===== src/rtl/bm_pkg.sv =====
package bm_pkg;
  typedef enum logic [1:0] {
    BUS_LONG = 2'd0,
    BUS_HALF = 2'd1,
    BUS_QTR  = 2'd2
  } bus_size_e;

  function automatic bus_size_e decode_size(input logic match_sel, input logic size_sel);
    if (!match_sel)    return BUS_LONG;
    else if (size_sel) return BUS_QTR;
    else               return BUS_HALF;
  endfunction
endpackage


===== src/rtl/bm_cfg_latch.sv =====
module bm_cfg_latch
  import bm_pkg::*;
(
  input  logic      clk_i,
  input  logic      rst_ni,
  input  logic      size_sel_i,
  input  logic      match_sel_i,
  input  logic      big_end_i,
  output bus_size_e size_o,
  output logic      big_o,
  output logic      cfg_ok_o
);
  bus_size_e size_q;
  logic      big_q;
  logic      ok_q;

  // capture once, on the first edge after reset release
  always_ff @(posedge clk_i or negedge rst_ni) begin
    if (!rst_ni) begin
      size_q <= BUS_LONG;
      big_q  <= 1'b0;
      ok_q   <= 1'b0;
    end else if (!ok_q) begin
      size_q <= decode_size(match_sel_i, size_sel_i);
      big_q  <= big_end_i;
      ok_q   <= 1'b1;
    end
  end

  assign size_o   = size_q;
  assign big_o    = big_q;
  assign cfg_ok_o = ok_q;

  a_r11_cfg_frozen: assert property (@(posedge clk_i) disable iff (!rst_ni)
    ok_q |=> ($stable(size_q) && $stable(big_q) && ok_q));
endmodule


===== src/rtl/bm_piece_ctr.sv =====
module bm_piece_ctr
  import bm_pkg::*;
#(
  parameter int unsigned CNT_W = 2
) (
  input  logic             clk_i,
  input  logic             rst_ni,
  input  bus_size_e        size_i,
  input  logic             take_i,
  output logic [CNT_W-1:0] cnt_o,
  output logic             last_o
);
  localparam logic [CNT_W-1:0] LAST_QTR  = CNT_W'(3);
  localparam logic [CNT_W-1:0] LAST_HALF = CNT_W'(1);

  logic [CNT_W-1:0] cnt_q;
  logic [CNT_W-1:0] last_idx;

  always_comb begin
    unique case (size_i)
      BUS_QTR:  last_idx = LAST_QTR;
      BUS_HALF: last_idx = LAST_HALF;
      default:  last_idx = '0;
    endcase
  end

  always_ff @(posedge clk_i or negedge rst_ni) begin
    if (!rst_ni)     cnt_q <= '0;
    else if (take_i) cnt_q <= (cnt_q == last_idx) ? '0 : cnt_q + 1'b1;
  end

  assign cnt_o  = cnt_q;
  assign last_o = (cnt_q == last_idx);

  a_r5_cnt_in_range: assert property (@(posedge clk_i) disable iff (!rst_ni)
    cnt_q <= last_idx);
endmodule


===== src/rtl/bm_slicer.sv =====
module bm_slicer
  import bm_pkg::*;
#(
  parameter int unsigned DATA_W = 36,
  parameter int unsigned CNT_W  = 2
) (
  input  logic [DATA_W-1:0] word_i,
  input  bus_size_e         size_i,
  input  logic              big_i,
  input  logic [CNT_W-1:0]  cnt_i,
  output logic [DATA_W-1:0] piece_o
);
  localparam int unsigned HALF_W = DATA_W / 2;
  localparam int unsigned QTR_W  = DATA_W / 4;
  localparam int unsigned N_HALF = 2;
  localparam int unsigned N_QTR  = 4;

  logic [HALF_W-1:0] halves [N_HALF];
  logic [QTR_W-1:0]  qtrs   [N_QTR];

  for (genvar gi = 0; gi < N_HALF; gi++) begin : g_half
    assign halves[gi] = word_i[gi*HALF_W +: HALF_W];
  end
  for (genvar gi = 0; gi < N_QTR; gi++) begin : g_qtr
    assign qtrs[gi] = word_i[gi*QTR_W +: QTR_W];
  end

  logic       h_idx;
  logic [1:0] q_idx;

  // big endian walks slices downward, little upward
  assign h_idx = big_i ? ~cnt_i[0] : cnt_i[0];
  assign q_idx = big_i ? (2'd3 - cnt_i[1:0]) : cnt_i[1:0];

  always_comb begin
    unique case (size_i)
      BUS_HALF: piece_o = DATA_W'(halves[h_idx]);
      BUS_QTR:  piece_o = DATA_W'(qtrs[q_idx]);
      default:  piece_o = word_i;
    endcase
  end
endmodule


===== src/rtl/bm_read_port.sv =====
module bm_read_port
  import bm_pkg::*;
#(
  parameter int unsigned DATA_W = 36
) (
  input  logic              clk_i,
  input  logic              rst_ni,
  input  logic              size_sel_i,
  input  logic              match_sel_i,
  input  logic              big_end_i,
  input  logic              rd_i,
  input  logic [DATA_W-1:0] fifo_data_i,
  input  logic              fifo_empty_i,
  output logic              fifo_pop_o,
  output logic [DATA_W-1:0] rd_data_o
);
  localparam int unsigned CNT_W  = 2;
  localparam int unsigned HALF_W = DATA_W / 2;
  localparam int unsigned QTR_W  = DATA_W / 4;

  bus_size_e         size;
  logic              big;
  logic              cfg_ok;
  logic              take;
  logic              last;
  logic [CNT_W-1:0]  cnt;
  logic [DATA_W-1:0] piece;

  bm_cfg_latch u_cfg (
    .clk_i       (clk_i),
    .rst_ni      (rst_ni),
    .size_sel_i  (size_sel_i),
    .match_sel_i (match_sel_i),
    .big_end_i   (big_end_i),
    .size_o      (size),
    .big_o       (big),
    .cfg_ok_o    (cfg_ok)
  );

  assign take = rd_i & ~fifo_empty_i & cfg_ok;

  bm_piece_ctr #(.CNT_W(CNT_W)) u_ctr (
    .clk_i  (clk_i),
    .rst_ni (rst_ni),
    .size_i (size),
    .take_i (take),
    .cnt_o  (cnt),
    .last_o (last)
  );

  bm_slicer #(.DATA_W(DATA_W), .CNT_W(CNT_W)) u_slice (
    .word_i  (fifo_data_i),
    .size_i  (size),
    .big_i   (big),
    .cnt_i   (cnt),
    .piece_o (piece)
  );

  assign fifo_pop_o = take & last;
  assign rd_data_o  = fifo_empty_i ? '0 : piece;

  a_r10_no_pop_empty: assert property (@(posedge clk_i) disable iff (!rst_ni)
    fifo_empty_i |-> (!fifo_pop_o && rd_data_o == '0));
  a_r1_no_pop_unconfigured: assert property (@(posedge clk_i) disable iff (!rst_ni)
    !cfg_ok |-> !fifo_pop_o);
  a_r3_long_pops_each: assert property (@(posedge clk_i) disable iff (!rst_ni)
    (size == BUS_LONG && rd_i && !fifo_empty_i && cfg_ok) |-> fifo_pop_o);
  a_r4_restart_after_pop: assert property (@(posedge clk_i) disable iff (!rst_ni)
    fifo_pop_o |=> (cnt == '0));
  a_r9_half_upper_zero: assert property (@(posedge clk_i) disable iff (!rst_ni)
    (size == BUS_HALF) |-> (rd_data_o[DATA_W-1:HALF_W] == '0));
  a_r9_qtr_upper_zero: assert property (@(posedge clk_i) disable iff (!rst_ni)
    (size == BUS_QTR) |-> (rd_data_o[DATA_W-1:QTR_W] == '0));
endmodule


===== config.mk =====
export PLATFORM = sky130hd
export DESIGN_NAME = bm_read_port
export DESIGN_NICKNAME = d
export VERILOG_FILES = /design/src/rtl/bm_pkg.sv /design/src/rtl/bm_cfg_latch.sv /design/src/rtl/bm_piece_ctr.sv /design/src/rtl/bm_slicer.sv /design/src/rtl/bm_read_port.sv
export SDC_FILE = /design/constraint.sdc
export NUM_CORES = 1
export LEC_CHECK = 0
export CAP_MARGIN = 20
export CORE_MARGIN = 10
export CORE_UTILIZATION = 40
export DETAILED_ROUTE_END_ITERATION = 12
export PLACE_DENSITY = 0.89
export SLEW_MARGIN = 10
export SYNTH_ARGS = -nofsm -noshare
export SYNTH_HDL_FRONTEND = slang
export SYNTH_SLANG_ARGS = --single-unit

===== constraint.sdc =====
create_clock -name clk_i -period 1.85 [get_ports clk_i]
set_input_delay 0.2775 -clock clk_i [delete_from_list [all_inputs] [get_ports clk_i]]
set_output_delay 0.2775 -clock clk_i [all_outputs]
set_load 0.02 [all_outputs]

* After elaboration in Yosys (flattened, before gate mapping)
Index checks and enable logic that the tools add are counted.
** Storage, ports and cells
- Logic and storage cells :: 32
- Bits of input ports :: 43
- Flip-flop bits (word level) :: 6
- Output and inout bits :: 37
** Operators by class
- Magnitude comparators :: 2
- Add/subtract/negate cells :: 2
- Equal/unequal tests :: 3
- Multiplexer cells :: 14
- Bitwise gates (word level) :: 7
** Operators by type and width (count)
- one-hot mux 36 bit (2 select lines) :: 1
- two-way mux 18 bit :: 3
- two-way mux 36 bit :: 1
- binary-select mux 9 bit (select 2 bit) :: 1
- two-way mux 9 bit :: 2
- two-way mux 2 bit :: 4
- one-hot mux 2 bit (2 select lines) :: 1
- bitwise AND 1 bit :: 3
- >= comparator 3 bit, second input constant :: 1
- NOT 2 -> 3 bit :: 1
- adder 2 x 1 -> 2 bit, second input constant :: 1
- == test 2 x 1 -> 1 bit, second input constant :: 1
- == test 2 bit :: 1
- == test 2 bit, second input constant :: 1
- >= comparator 2 bit, second input constant :: 1
- NOT 1 bit :: 2
- NOT 1 -> 2 bit :: 1
- subtractor 2 bit, first input constant :: 1
- two-way mux 1 bit :: 1

* Longest topological paths before layout
Gate-level depths: netlist (run 1).
- Depth in word-level cells :: 8
- Depth in mapped cells :: 8
- Gate-level depth less buffers :: 6

* By module
Synthesis (run 1) repeated with hierarchy kept, for this count alone.
** Second synthesis, totals
- Cell total of the unflattened synthesis :: 238
- Area, all modules :: 1980.6 µm²
** By module, submodules not included
- bm_slicer :: times used 1, seq. area each 0.0 µm², area an instance 1241.2 µm², cells an instance 170
- bm_read_port :: times used 1, seq. area each 0.0 µm², area an instance 455.4 µm², cells an instance 42
- bm_cfg_latch :: times used 1, seq. area each 100.1 µm², area an instance 146.4 µm², cells an instance 12
- bm_piece_ctr :: times used 1, seq. area each 50.0 µm², area an instance 137.6 µm², cells an instance 14

* Least setup slack after synthesis (run 1)
No wires, ideal clock.
- Path kind :: reg-to-output
- From :: register u_cfg.size_q[1], in the netlist u_cfg.size_o[1]
- To :: output rd_data_o[8]
- Required time :: 1.572 ns
- Data arrival time :: 1.607 ns
- Setup slack :: -0.034 ns
- Stages on the path, launching flop included :: 8
- Path through :: dfrtp_1 inv_1 ha_1 clkbuf_1 buf_2 and3_1 a311oi_1 a221oi_2
** Between the ends
- Word-level cells in the longest chain between the ends :: 3
- Elaborated cells between the ends (all ways) :: 4
** Ends and longest elaborated chain
- start: declaration :: line bm_cfg_latch.sv:13 : bus_size_e size_q;
- start signal: assignment :: line bm_cfg_latch.sv:24 : size_q <= decode_size(match_sel_i, size_sel_i);
- == test 2 bit / == test 2 x 1 -> 1 bit (equally long branches) :: line bm_slicer.sv:36 : unique case (size_i)
- one-hot mux 36 bit (2 select lines) * :: line bm_slicer.sv:36
- two-way mux 36 bit * :: line bm_read_port.sv:60 : assign rd_data_o = fifo_empty_i ? '0 : piece;
- end: declaration :: line bm_read_port.sv:15 : output logic [DATA_W-1:0] rd_data_o
Every way passes the cells marked *; elsewhere a longest branch is shown, timed or not.

* Worst setup path in the final report (run 1)
- From :: register u_ctr.cnt_q[0], in the netlist u_ctr.cnt_o[0]
- To :: output rd_data_o[5]
** Between the ends
- Word-level cells in the longest chain between the ends :: 8
- Elaborated cells between the ends (all ways) :: 14
** Ends and longest elaborated chain
- start: declaration :: line bm_piece_ctr.sv:16 : logic [CNT_W-1:0] cnt_q;
- start signal: assignment :: line bm_piece_ctr.sv:29 : else if (take_i) cnt_q <= (cnt_q == last_idx) ? '0 : cnt_q + 1'b1;
- subtractor 2 bit / NOT 1 bit (equally long branches) :: line bm_slicer.sv:33, bm_slicer.sv:32
- two-way mux 2 bit / two-way mux 1 bit (equally long branches) :: line bm_slicer.sv:33, bm_slicer.sv:32
- NOT 2 -> 3 bit (not written as such) / NOT 1 -> 2 bit (equally long branches) :: line bm_slicer.sv:38, bm_slicer.sv:37
- binary-select mux 9 bit (select 2 bit) / two-way mux 18 bit (equally long branches) :: line bm_slicer.sv:38, bm_slicer.sv:37
- two-way mux 9 bit (not written as such) / two-way mux 18 bit (equally long branches) (2 in series) :: line bm_slicer.sv:38, bm_slicer.sv:37
- one-hot mux 36 bit (2 select lines) * :: line bm_slicer.sv:36
- two-way mux 36 bit * :: line bm_read_port.sv:60
Every way passes the cells marked *; elsewhere a longest branch is shown, timed or not. The select of a mux whose other input is x is not followed.

==> results of run 1 <==
[cell usage in the layout, fill, tap and decap left out, types with 2 or more instances in the layout]
cell type	synthesis	final
a21o_1	2	2
and2_4	0	22
inv_1	12	9
buf_4	1	50
dfrtp_2	0	3
nor3_2	0	2
o21ai_1	8	3
and2_1	27	4
mux2i_1	36	36
a21oi_2	0	6
and3_4	0	9
a22oi_1	18	18
nor2_1	4	2
clkdlybuf4s50_1	0	42
and3_1	17	8
a221oi_2	9	9
nand3_1	9	9
xor2_4	1	2
o21ai_0	4	2
dfrtp_1	6	3
a311oi_4	0	2
a311oi_2	0	7
o21ai_2	0	7
clkbuf_8	0	3
buf_6	4	46
nor2b_2	0	2
a21oi_1	10	4
nand2_1	12	12
inv_2	0	2
ha_4	0	3
buf_12	2	3
[routing by layer]
| metal | GRT usage, % | vias to the layer above | wire [um] |
|---|---|---|---|
| met5 | 0 | - | 0 |
| met4 | 6.437 | 0 | 479 |
| met3 | 5.298 | 52 | 1032 |
| met2 | 35.83 | 208 | 4593 |
| met1 | 24.92 | 1218 | 3636 |
| li1 | - | 1079 | - |
[sequential cells by signal, summed over array words and instances (netlist names)]
signal and count:
u_ctr.cnt_o 2, u_cfg.cfg_ok_o 1, u_cfg.size_o 2, u_cfg.big_o 1
[cells by family (layout without fill, tap and decap cells)]
| logic type | Yosys count | after routing | share of synthesized area (%) |
|---|---|---|---|
| adders and majority gates | 3 | 3 | 2.176 |
| DFF | 6 | 6 | 8.702 |
| and+or+nand+nor | 76 | 76 | 24.44 |
| buffers and inverters | 33 | 160 | 11.46 |
| other | 1 | 1 | 0.2173 |
| muxes | 37 | 37 | 21.54 |
| xor gates and xnor gates | 4 | 4 | 3.554 |
| AOI/OAI and AO/OA | 61 | 61 | 27.92 |
[what timing repair did]
action / in CTS / in global routing
setup buffers: 17 / 7
hold buffers: 0 / 0
cloned: 3 / 2
resized for setup: 250 / 69
pin swaps: 42 / 34
endpoints found under the setup margin: 37 / 37
[worst register-to-register path, cell delays in order (launching register included)]
cell and delay [ns]:
dfrtp_1 0.42, inv_2 0.09, buf_4 0.14, buf_6 0.10, buf_4 0.13, ha_4 0.17, buf_4 0.13, buf_4 0.12
buf_4 0.13, o21ai_1 0.20, o31ai_1 0.12
[worst max path at each step]
stage / slack (ns) / startpoint / cells after the start / endpoint
after floorplan: 0.003 / u_cfg.size_o[1] / 7 / rd_data_o[8]
after global placement: -0.52 / fifo_data_i[10] / 6 / rd_data_o[1]
after detailed placement: -0.59 / fifo_data_i[13] / 6 / rd_data_o[4]
after CTS: -0.23 / u_cfg.big_o / 7 / rd_data_o[4]
after global routing: -0.49 / u_ctr.cnt_o[0] / 7 / rd_data_o[1]
final: -0.42 / u_ctr.cnt_o[0] / 7 / rd_data_o[5]
[final cells by class]
| cell class | instances | area, um^2 | share of cell area [%] |
|---|---|---|---|
| inverters | 12 | 47.55 | 1.371 |
| multi-input cells | 182 | 1699 | 49.01 |
| repair buffers | 144 | 1459 | 42.08 |
| flip-flops and latches | 6 | 153.9 | 4.439 |
| well taps | 50 | 62.56 | 1.804 |
| clock buffers | 4 | 45.04 | 1.299 |
[metrics by stage]
stage / total power, W / setup TNS (ns) / instance area (um^2)
floorplan: 0.001401 / 0 / 1729
global placement: 0.001942 / -13.28 / 2765
detailed placement: 0.001989 / -14.71 / 2765
CTS: 0.002675 / -3.625 / 3189
global route: 0.003205 / -8.487 / 3467
finish: 0.003112 / -6.884 / 3467
[report_power, final]
| group | total [W] | internal, W | switching [W] |
|---|---|---|---|
| clock | 0.000216 | 0.000149 | 0.0000665 |
| sequential | 0.000208 | 0.000160 | 0.0000480 |
| combinational | 0.00269 | 0.00138 | 0.00131 |
| total | 0.00311 | 0.00169 | 0.00142 |
==> impl_metrics.json, run 1 <==
{
  "numCtsBuffers": 3,
  "drt_pass1_iterations": 5,
  "r2r-end": "u_ctr.cnt_o[1]",
  "die_h_um": 85.68,
  "dieArea_um2": 7340,
  "htree_num_levels": 1,
  "antenna_found_initial": 0,
  "finalHoldWorstSlack_ns": 0.3056,
  "maxSlewViolCount": 0,
  "leakagePower_nw": 1.498,
  "reg2reg_slack_ns": -0.02,
  "worst-path-buf-inv": 3,
  "dp_slack_ns": -0.5866,
  "final_hold_viol_count": 0,
  "cts_tree": "built",
  "violations": "setup timing",
  "status": "finished with violations",
  "synthCells": 221,
  "yosysWarnings": 0,
  "grt_max_degree": 18,
  "num_io_pins": 80,
  "wl_per_cell_um": 24.47,
  "required_ns": 1.57,
  "fin_util_pct": 84.84,
  "grt_pass1_vias": 2550,
  "ys_seq_area_share_pct": 8.702,
  "grt_overflow": 0,
  "end_kind": "output port",
  "rsz0062_at_grt": "true",
  "worstMarginPinSlew_ns": 0.6309,
  "place_inst": 369,
  "finalNonFillerCells": 398,
  "setup_ws_ns": -0.4246,
  "grt_use_total_pct": 20.95,
  "synth_nets": 267,
  "grt_pass1_wl_um": 12990,
  "io_buffers": 79,
  "clkSinkCount": 6,
  "nFillCells": 202,
  "ir_drop_mv": 0.8837,
  "ys.flop_type": "dfrtp_1",
  "path_delay_family": "buffers and inverters",
  "n_antenna_cell": 0,
  "cts_buffer_depth": 2,
  "r2r_cells": 10,
  "synth_top_area_share_pct": 20.88,
  "max_cap_viol_count": 0,
  "antenna_left": 0,
  "startpoint_type": "flop",
  "cpMaxStageDelayCell": "dfrtp_2",
  "syn_area_um2": 1725,
  "r2r-start": "u_cfg.size_o[0]",
  "dr_total_vias": 2557,
  "cts_root_buf": "clkbuf_8",
  "area_growth_pct": 100.9,
  "synth.area.top_cells": "mux2i_1 (21%), and2_1 (9.8%), dfrtp_1 (8.7%)",
  "routabilityCongestion": 0.8336,
  "drive_gt1_share_pct": 53.74,
  "worst-setup-path-type": "flop to output port",
  "path_cells": "buf_6, clkbuf_16, mux2i_1, a22oi_1, nand3_1, a221oi_2, buf_4",
  "drc": 0,
  "synth_cell_types": 33,
  "period_needed_ns": 2.275,
  "start_util_pct": 42.22,
  "post-route-period-util_pct": 123.0,
  "powerDensity_nw_per_um2": 897.5,
  "die_x_um": 85.68,
  "yosysTopAreaCell": "mux2i_1",
  "clkLatencyLatePin_ns": 0.23,
  "design.core.area_um2": 4086,
  "syn_area_per_cell_um2": 7.807,
  "setup_viol": 38,
  "synth_common_cells": "mux2i_1 (36), and2_1 (27), a22oi_1 (18)",
  "path_max_fanout": 6,
  "cp_slowest_stage_delay_ns": 0.46,
  "rows": 23,
  "finalNetCount": 395,
  "arrival_ns": 2.00,
  "relSlewSlack_pct": 57.75,
  "synth.most_common_cell": "mux2i_1",
  "hold_path_class": "input pin to asynchronous set/reset pin",
  "viasPerCell": 6.425,
  "synth_edf_count": 0,
  "drt_iter0_drc": 218,
  "ys_seq_elements": 6,
  "skew_ns": 0.01542,
  "wl_um": 9741,
  "place_hpwl_um": 5203,
  "async_flop_share_pct": 100.0,
  "clk_pin_slew_ns": 0.05,
  "max_freq_mhz": 439.6
}
No activity file was read; power rests on OpenSTA's default activity.
==> inputs of run 2 (changes only) <==
CAP_MARGIN = unset   (was 20)
==> results of run 2 <==
No change in the layout: final DEF, timing and power equal those of run 1.
